`src/rtl/uart_loop_msr.sv`:
```
module uart_loop_msr #(
  parameter int SYNC_STAGES = 2
) (
  input  logic       clk,
  input  logic       rst_n,
  input  logic [4:0] mcr,
  input  logic       core_tx,
  output logic       core_rx,
  output logic       pin_tx,
  input  logic       pin_rx,
  output logic       pin_dtr,
  output logic       pin_rts,
  output logic       pin_out1,
  output logic       pin_out2,
  input  logic       pin_cts,
  input  logic       pin_dsr,
  input  logic       pin_ri,
  input  logic       pin_dcd,
  input  logic       msr_rd,
  output logic [7:0] msr_q,
  input  logic       irq_en,
  output logic       irq
);

  localparam int LAST = SYNC_STAGES - 1;

  logic                        loop;
  logic [3:0]                  ext;
  logic [SYNC_STAGES-1:0][3:0] sync_q;
  logic [3:0]                  src;
  logic [3:0]                  lvl;
  logic [3:0]                  delta;
  logic [3:0]                  chg;
  logic [3:0]                  evt;

  assign loop = mcr[4];

  assign pin_tx   = loop ? 1'b1 : core_tx;
  assign core_rx  = loop ? core_tx : pin_rx;
  assign pin_dtr  = mcr[0] & ~loop;
  assign pin_rts  = mcr[1] & ~loop;
  assign pin_out1 = mcr[2] & ~loop;
  assign pin_out2 = mcr[3] & ~loop;

  assign ext = {pin_dcd, pin_ri, pin_dsr, pin_cts};

  always_ff @(posedge clk or negedge rst_n) begin
    if (!rst_n) begin
      sync_q <= '0;
    end else begin
      for (int i = LAST; i > 0; i--) sync_q[i] <= sync_q[i-1];
      sync_q[0] <= ext;
    end
  end

  assign src = loop ? mcr[3:0] : sync_q[LAST];
  assign chg = src ^ lvl;
  assign evt = {chg[3], lvl[2] & ~src[2], chg[1], chg[0]};

  always_ff @(posedge clk or negedge rst_n) begin
    if (!rst_n) begin
      lvl   <= '0;
      delta <= '0;
    end else begin
      lvl   <= src;
      delta <= (msr_rd ? 4'b0 : delta) | evt;
    end
  end

  assign msr_q = {lvl, delta};
  assign irq   = irq_en & |delta;

endmodule


```
`config.mk`:
```
export PLATFORM = sky130hd
export DESIGN_NAME = uart_loop_msr
export DESIGN_NICKNAME = d
export VERILOG_FILES = /design/src/rtl/uart_loop_msr.sv
export SDC_FILE = /design/constraint.sdc
export NUM_CORES = 1
export LEC_CHECK = 0
export ABC_AREA = 1
export BUFFER_PORTS_ARGS = -buffer_cell sky130_fd_sc_hd__buf_2
export CAP_MARGIN = 20
export CORE_UTILIZATION = 44
export CTS_CLUSTER_DIAMETER = 80
export DETAILED_ROUTE_END_ITERATION = 6
export GPL_TIMING_DRIVEN = 1
export PLACE_DENSITY_LB_ADDON = 0.05
export SLEW_MARGIN = 40
export SYNTH_ARGS = -nofsm -noshare
export SYNTH_HDL_FRONTEND = slang
export SYNTH_SLANG_ARGS = --single-unit
export TNS_END_PERCENT = 5
```
`constraint.sdc`:
```
create_clock -name clk -period 0.92 [get_ports clk]
set_clock_uncertainty 0.15 [all_clocks]
set_input_delay 0 -clock clk [delete_from_list [all_inputs] [get_ports clk]]
set_output_delay 0 -clock clk [all_outputs]
set_load 0.05 [all_outputs]
```
==> impl_metrics.toml, run 1 <==
[status]
status = "finished with violations"
violations = "negative hold slack, negative setup slack"

[sta]
hold_viol = 2
setup_viol = 11
slew_violations = 0
worst_pin_slew_ns = 0.342
fmax_mhz = 835
max_slew_margin = 0.772
holdWs_ns = -0.0359
final_period_minus_worst_setup_slack_ns = 1.20
setup_ws_ns = -0.277
rsz0062_at_grt = "yes"
period_share = 1.30

[global_route]
grt_max_degree = 17
antenna_found_initial = 0
grtUsageTotal = 0.196
grt_pass1_vias = 606
grt_pass1_wl_microns = 2540
grt_overflow = 0

[pwr]
p_per_area_mw_per_mm2 = 1620
ir_worst_vdd_mv = 1.07
p_sw_frac = 0.328
clkPwrFrac = 0.249
power_leakage_uw = 0.000584
p_switching_uw = 584
combPwrFrac = 0.297
seq_power_share = 0.455
p_int_uw = 1200

[place]
dp_hpwl_microns = 959
gp_congestion = 0.785
port_buffers = 29
dp.cells = 117

[setup_path]
critPathCaptureType = "primary output"
crit_chain = "nor2_4 > a21boi_4 > buf_6"
crit_path_max_fanout = 2
required_ns = 0.77
worst-path-buf-inv = 1
cpLargestDelayFamily = "flip-flops"
startpoint_type = "flop"
cpPeakStageDelay_ns = 0.43
crit_slowest_cell = "dfrtp_2"
arrival_ns = 1.05
crit_type = "reg -> out"

[drt]
drtIter0Drc = 7
vias_per_cell = 4.48
wirelength_microns = 1520
drcViolationCount = 0
drtPass1Iterations = 4
ant_nets = 0
wl_per_cell_microns = 11.4
vias = 600

[logic_synthesis]
synth_area_sq_um = 686
syn_inst = 73
syn_area_per_cell_sq_um = 9.39
synth.largest_area_cell = "dfrtp_1"
synth-edff-count = 0
synth_seq_cells = 16
yosys.cell_types.count = 11
synthTopCellsByArea = "dfrtp_1, nand2_1, nand3_2"
async_flop_share = 1.00
synth_top_area_share = 0.584
yosysSeqAreaShare = 0.584
synthFlopType = "dfrtp_1"
synthTopCellsByCount = "nand2_1, dfrtp_1, inv_1"
yosys_warnings = 0
synth_nets = 88
yosysMostFrequentCell = "nand2_1"

[die]
die_h_microns = 41.5
core_sq_mm = 0.00137
num_rows = 13
fp.dieW_microns = 41.5
start_util = 0.502
pin_count = 30
dieArea_sq_mm = 0.00172

[cells_and_area]
fin_util = 0.803
antenna_cells = 0
syn2layout_area_growth_pct = 60.0
multi_input_area_sq_um = 258
regArea_sq_um = 409
stdcell_count = 134
layout-drive-gt1-share = 0.521
fill_cells = 92
final_nets = 135

[cts]
cts_buffers = 3
clock-root-buffer = "clkbuf_4"
clock_tree.buffer_depth = 2
cts_setup_buffers = 0
clk_latency_ns = 0.27
clock-sinks = 16
clk_pin_slew_ns = 0.09
cts_tree = "built"
cts_max_level = 1

[min_path]
hp-class = "in -> reg"

[flow_run]
maxCapViolations = 0
==> worst reg2reg max path, stage by stage, from the launching register on <==
cell     delay [ns]
dfrtp_2        0.43
buf_4          0.14
nand2_1        0.07
nand2_1        0.05
==> metal layers <==
layer / vias up / share of wire / track usage
met5: - / 0 / 0
met4: 0 / 0.0098 / 0.0774
met3: 2 / 0.034 / 0.0435
met2: 16 / 0.55 / 0.347
met1: 272 / 0.40 / 0.230
li1: 310 / - / -
==> final cells by class <==
| class | instances | share of cell area |
|---|---|---|
| Clock buffer | 4 | 0.0331 |
| Multi-Input combinational cell | 44 | 0.235 |
| Inverter | 12 | 0.0410 |
| Timing Repair Buffer | 43 | 0.301 |
| Tap cell | 15 | 0.0171 |
| Sequential cell | 16 | 0.373 |
==> flip-flops by register name, indices dropped and copies added (netlist names) <==
signal  count
delta       4
lvl         4
sync_q      8
==> final timing paths <==
kind | start | to | slack [ns] | cells past startpoint
worst max-delay path | delta[2]$_DFF_PN0_ | irq | -0.28 | 3
max in group asynchronous | rst_n | lvl[3]$_DFF_PN0_ | 0.33 | 2
worst max register to register | delta[2]$_DFF_PN0_ | delta[2]$_DFF_PN0_ | -0.03 | 3
min in group asynchronous | rst_n | lvl[0]$_DFF_PN0_ | 0.01 | 2
worst min-delay path | mcr[4] | lvl[2]$_DFF_PN0_ | -0.04 | 3
worst min register to register | sync_q[3]$_DFF_PN0_ | sync_q[7]$_DFF_PN0_ | 0.21 | 0
==> kinds of logic (layout without fill, tap and decap cells) <==
| logic type | Yosys count | in the layout | synth area share |
|---|---|---|---|
| AO/OA/AOI/OAI | 1 | 1 | 0.0110 |
| buffers and inverters | 13 | 59 | 0.0821 |
| flip-flops | 16 | 16 | 0.584 |
| AND/OR/NAND/NOR | 43 | 43 | 0.323 |
==> power groups by stage <==
| stage | Sequential (uW) | Combinational [uW] | Clock, uW |
|---|---|---|---|
| 6_report | 810 | 528 | 443 |
| 5_1_grt | 819 | 561 | 492 |
| 4_1_cts | 811 | 505 | 462 |
| 3_5_place_dp | 817 | 438 | 0 |
| 3_3_place_gp | 811 | 431 | 0 |
| 2_1_floorplan | 942 | 187 | 0 |
==> repair_timing <==
item,4_1_cts,5_1_grt
endpoints found under the setup margin,10,17
endpoints found under the hold margin,28,4
pin swaps,2,2
hold buffers,10,3
gates resized for setup,14,17
==> stage by stage <==
step	TNS, ns	setup WS (ns)	area [sq um]	power [uW]	hold slack (ns)
after floorplan	-0.522	-0.185	716	1130	-0.446
after global placement	-0.0280	-0.0280	876	1240	-0.230
after detailed placement	-0.0562	-0.0453	876	1260	-0.225
after CTS	-2.28	-0.291	1060	1780	-0.0459
after global routing	-1.81	-0.325	1100	1870	-0.0318
final	-1.37	-0.277	1100	1780	-0.0359
==> layout by cell type (no fill, tap or decap), drive strengths merged <==
cell type    count
a21boi           1
buf             30
clkbuf           7
dfrtp           16
dlygate4sd3     10
inv             12
nand2           26
nand3           10
nor2             6
or2              1
(Power assumes the default switching activity.)
==> inputs of run 2 (changes only) <==
--- a/config.mk
+++ b/config.mk
@@ -14,3 +14,3 @@
 export GPL_TIMING_DRIVEN = 1
-export PLACE_DENSITY_LB_ADDON = 0.05
+export PLACE_DENSITY = 0.75
 export SLEW_MARGIN = 40
==> constraint.sdc (replaced) <==
create_clock -name clk -period 0.92 [get_ports clk]
set_clock_uncertainty 0.15 [all_clocks]
set_input_delay 0.184 -clock clk [delete_from_list [all_inputs] [get_ports clk]]
set_output_delay 0.184 -clock clk [all_outputs]
set_load 0.05 [all_outputs]
==> run 2 against run 1 <==
Against the previous run: the flow still finishes with violations (negative hold slack, negative setup slack); count of clock-buffer cells in the layout unchanged; power is 9.8% higher; sequential share of layout area is 4.4 points lower; critical path depth is the same; setup slack worse by 0.21 ns; clock power is 8.1% higher; non-clock buffer count grew 6; register-to-register slack hardly changed; first-iteration DRC count up 57%; sequential power is essentially flat; critical endpoint unchanged; largest cell class is now buffers.
==> impl_metrics.toml, run 2 (same netlist as run 1, synthesis figures left out) <==
[sta]
max_slew_margin = 0.753
worst_pin_slew_ns = 0.371
setup_viol = 19
slew_violations = 0
rsz0062_at_grt = "yes"
holdWs_ns = -0.0218
setup_ws_ns = -0.491
final_period_minus_worst_setup_slack_ns = 1.41
hold_viol = 1
period_share = 1.53
tns_ns = -3.69
fmax_mhz = 709

[die]
pin_count = 30
core_sq_mm = 0.00137
start_util = 0.502
num_rows = 13
dieArea_sq_mm = 0.00172
fp.dieW_microns = 41.5
die_h_microns = 41.5

[setup_path]
arrival_ns = 1.08
crit_start = "delta[1]$_DFF_PN0_"
worst-path-buf-inv = 1
required_ns = 0.59
path_depth = 3
startpoint_type = "flop"
crit_slowest_cell = "dfrtp_2"
crit_path_max_fanout = 2
r2r_start = "delta[0]$_DFF_PN0_"
crit_type = "reg -> out"
worstReg2RegEnd = "delta[0]$_DFF_PN0_"
critPathCaptureType = "primary output"
cpPeakStageDelay_ns = 0.44
worst_r2r_path_depth = 3
cp-endpoint = "irq"
r2r_setup_slack_ns = -0.03
cpLargestDelayFamily = "flip-flops"
crit_chain = "nor2_4 > a21boi_4 > buf_6"

[cells_and_area]
antenna_cells = 0
fin_util = 0.903
fill_cells = 64
layout-drive-gt1-share = 0.616
reg.largest.list = "sync_q: 8 flops, delta: 4 flops, lvl: 4 flops"
layout_common_cells = "buf_6, nand2_1, buf_2, dfrtp_1, buf_4"
largest_register_ffs = 8
regMostFlops = "sync_q"
final_nets = 141
final_common_cell = "buf_6"
syn2layout_area_growth_pct = 79.9

[global_route]
grt_overflow = 0
grt_max_degree = 17
grt_pass1_wl_microns = 3510
grt_pass1_vias = 740
grtUsageTotal = 0.280
antenna_found_initial = 0

[drt]
wirelength_microns = 2240
drcViolationCount = 0
vias = 707
wl_per_cell_microns = 16.0
vias_per_cell = 5.05
drtIter0Drc = 11
drtPass1Iterations = 4
ant_nets = 0

[cts]
cts_hold_buf = 5
cts_max_level = 1
clock-root-buffer = "clkbuf_4"
clock_tree.buffer_depth = 2
clk_pin_slew_ns = 0.10
cts_buffers = 3
clk_latency_ns = 0.29
clock-sinks = 16
cts_tree = "built"

[place]
port_buffers = 29
gp_congestion = 0.797
dp_hpwl_microns = 1240

[status]
violations = "negative hold slack, negative setup slack"
status = "finished with violations"

[pwr]
power_leakage_uw = 0.000653
ir_worst_vdd_mv = 1.62
p_per_area_mw_per_mm2 = 1590

[min_path]
hp-class = "in -> reg"

[flow_run]
maxCapViolations = 0
==> run 2: worst register-to-register path, delay by kind of cell, from the launching register on <==
family                 cells  cell delay, ns
and+or+nand+nor            2            0.13
buffers and inverters      1            0.13
DFF                        1            0.44
==> run 2: layout make-up <==
| cell class | instances | area [sq um] | share of cell area |
|---|---|---|---|
| repair buffers | 49 | 438 | 0.355 |
| clock buffers | 4 | 36.3 | 0.0294 |
| flip-flops and latches | 16 | 405 | 0.329 |
| multi-input cells | 44 | 285 | 0.231 |
| inverters | 12 | 50.0 | 0.0406 |
| well taps | 15 | 18.8 | 0.0152 |
==> run 2: through the flow <==
stage | area [sq um] | cells | total power, uW | setup WS [ns]
after floorplan | 722 | 73 | 1130 | -0.369
after global placement | 987 | 131 | 1310 | -0.204
after detailed placement | 987 | 131 | 1330 | -0.222
after CTS | 1200 | 140 | 1900 | -0.466
after global routing | 1230 | 140 | 2040 | -0.521
final | 1230 | 140 | 1960 | -0.491
==> run 2: worst min-delay path by stage <==
stage	to	slack, ns	cells past startpoint	from
2_1_floorplan	delta[0]$_DFF_PN0_	-0.26	0	rst_n
3_3_place_gp	sync_q[2]$_DFF_PN0_	-0.05	1	rst_n
3_5_place_dp	sync_q[2]$_DFF_PN0_	-0.04	1	rst_n
4_1_cts	lvl[0]$_DFF_PN0_	-0.02	3	mcr[0]
5_1_grt	lvl[0]$_DFF_PN0_	-0.004	3	mcr[0]
6_report	lvl[0]$_DFF_PN0_	-0.02	3	mcr[0]
==> run 2: where the power goes <==
| group | total [uW] | switching (uW) | internal, uW |
|---|---|---|---|
| Clock | 479 | 238 | 241 |
| Combinational | 665 | 384 | 281 |
| Sequential | 811 | 50.6 | 761 |
==> run 2: what timing repair did <==
action / CTS / global route
pin swaps: 3 / 3
endpoints found under the hold margin: 21 / 1
endpoints found under the setup margin: 19 / 19
setup buffers: 0 / 0
resized for setup: 39 / 10
==> run 2: layer usage <==
metal | vias to the layer above | routed length (microns) | GRT usage
met4 | 0 | 126 | 0.135
met5 | - | 0 | 0
li1 | 326 | - | -
met1 | 333 | 787 | 0.281
met3 | 14 | 84 | 0.0696
met2 | 34 | 1240 | 0.525
==> inputs of run 3 (changes only) <==
Settings changed: MAX_ROUTING_LAYER from default to met4.
==> run 3 against run 2 <==
Against the previous run: the flow still finishes with violations (negative hold slack, negative setup slack); sequential cell count stayed put; register-to-register slack is essentially flat; count of clock-buffer cells in the layout unchanged; combinational power about the same; via count is 1.1% higher; sequential share of layout area unchanged; clock power barely moved; sequential power barely moved; final cell count unchanged; global-route usage increased by 0.89 points; first-iteration DRC count up 64%; non-clock buffer count unchanged.
==> impl_metrics.toml, run 3 (same netlist as run 1, synthesis figures left out) <==
[status]
status = "finished with violations"
violations = "negative hold slack, negative setup slack"

[cells_and_area]
largest_register_ffs = 8
layout_common_cells = "buf_6, nand2_1, buf_2, dfrtp_1, buf_4"
fin_util = 0.903
final_common_cell = "buf_6"
regMostFlops = "sync_q"
antenna_cells = 0
fill_cells = 64
stdcell_count = 140
layout-drive-gt1-share = 0.616
final_nets = 141
syn2layout_area_growth_pct = 79.9
reg.largest.list = "sync_q: 8 flops, delta: 4 flops, lvl: 4 flops"
final_area_sq_mm = 0.00123

[sta]
worst_pin_slew_ns = 0.378
slew_violations = 0
final_period_minus_worst_setup_slack_ns = 1.41
setup_viol = 19
fmax_mhz = 709
setup_ws_ns = -0.490
rsz0062_at_grt = "yes"
hold_viol = 1
max_slew_margin = 0.748
holdWs_ns = -0.0272
period_share = 1.53

[global_route]
grt_pass1_vias = 743
grtUsageTotal = 0.288
grt_overflow = 0
antenna_found_initial = 0
grt_pass1_wl_microns = 3530
grt_max_degree = 17

[place]
gp_congestion = 0.809
port_buffers = 29
dp_hpwl_microns = 1240
dp.cells = 131
placed_cell_area_sq_um = 987
dpl_worst_slack_ns = -0.222

[pwr]
ir_worst_vdd_mv = 1.61
p_int_uw = 1280
combPwrFrac = 0.340
power_leakage_uw = 0.000653
clkPwrFrac = 0.246
p_switching_uw = 675
finalPower_uw = 1960
seq_power_share = 0.414
p_sw_frac = 0.344
p_per_area_mw_per_mm2 = 1590

[drt]
wl_per_cell_microns = 15.9
wirelength_microns = 2230
drtIter0Drc = 18
ant_nets = 0
vias = 715
drcViolationCount = 0
drtPass1Iterations = 4
vias_per_cell = 5.11

[flow_run]
maxCapViolations = 0

[die]
pin_count = 30
fp.dieW_microns = 41.5
start_util = 0.502
die_h_microns = 41.5
dieArea_sq_mm = 0.00172
num_rows = 13
core_sq_mm = 0.00137

[cts]
clock-sinks = 16
cts_buffers = 3
clk_latency_ns = 0.29
clk_pin_slew_ns = 0.09
cts_setup_buffers = 0
clock_tree.buffer_depth = 2
cts_hold_buf = 5
cts_max_level = 1
clock-root-buffer = "clkbuf_4"
cts_tree = "built"

[setup_path]
required_ns = 0.59
worst_r2r_path_depth = 3
r2r_start = "delta[0]$_DFF_PN0_"
r2r_setup_slack_ns = -0.03
crit_type = "reg -> out"
worstReg2RegEnd = "delta[0]$_DFF_PN0_"
crit_path_max_fanout = 2
arrival_ns = 1.08
startpoint_type = "flop"
critPathCaptureType = "primary output"

[min_path]
whs_endpoint = "lvl[0]$_DFF_PN0_"
min_from = "mcr[0]"
hp-class = "in -> reg"
whs_path_depth = 3
run 3: per-stage QoR:
step | TNS, ns | hold WS (ns)
2_1_floorplan | -2.09 | -0.262
3_3_place_gp | -2.55 | -0.0480
3_5_place_dp | -2.87 | -0.0387
4_1_cts | -3.57 | -0.0227
5_1_grt | -4.16 | -0.00400
6_report | -3.68 | -0.0272
run 3: how the worst max path moves through the flow:
stage / startpoint / endpoint
floorplan: delta[2]$_DFF_PN0_ / irq
global route: delta[3]$_DFF_PN0_ / irq
detailed placement: mcr[4] / pin_tx
finish: delta[1]$_DFF_PN0_ / irq
CTS: delta[1]$_DFF_PN0_ / irq
global placement: delta[2]$_DFF_PN0_ / irq
run 3: critical path, cell delays in order, from the launching register on:
cell and delay (ns):
dfrtp_2 0.44, nor2_4 0.13, a21boi_4 0.06, buf_6 0.15
run 3: timing repair:
action	4_1_cts	5_1_grt
endpoints found under the setup margin	19	19
resized for setup	39	10
pin swaps	3	3
endpoints found under the hold margin	21	1
run 3: final cells by class:
cell class              instances  area [sq um]  share of cell area
clock buffers                   4          36.3              0.0294
flip-flops and latches         16           405               0.329
multi-input cells              44           285               0.231
repair buffers                 49           438               0.355
inverters                      12          50.0              0.0406
well taps                      15          18.8              0.0152
run 3: metal layers:
metal  global-route usage  vias up  wire (microns)
li1                     -      326               -
met1                0.287      349             782
met4                0.135        0              85
met5                    -        -               0
met3               0.0652       10              74
met2                0.525       30            1290
run 3: power by group through the flow:
| stage | clock network, uW | logic (uW) | registers (uW) |
|---|---|---|---|
| 3_3_place_gp | 0 | 501 | 807 |
| 4_1_cts | 469 | 629 | 805 |
| 2_1_floorplan | 0 | 192 | 940 |
| 5_1_grt | 524 | 700 | 817 |
| 6_report | 481 | 666 | 812 |
| 3_5_place_dp | 0 | 515 | 811 |
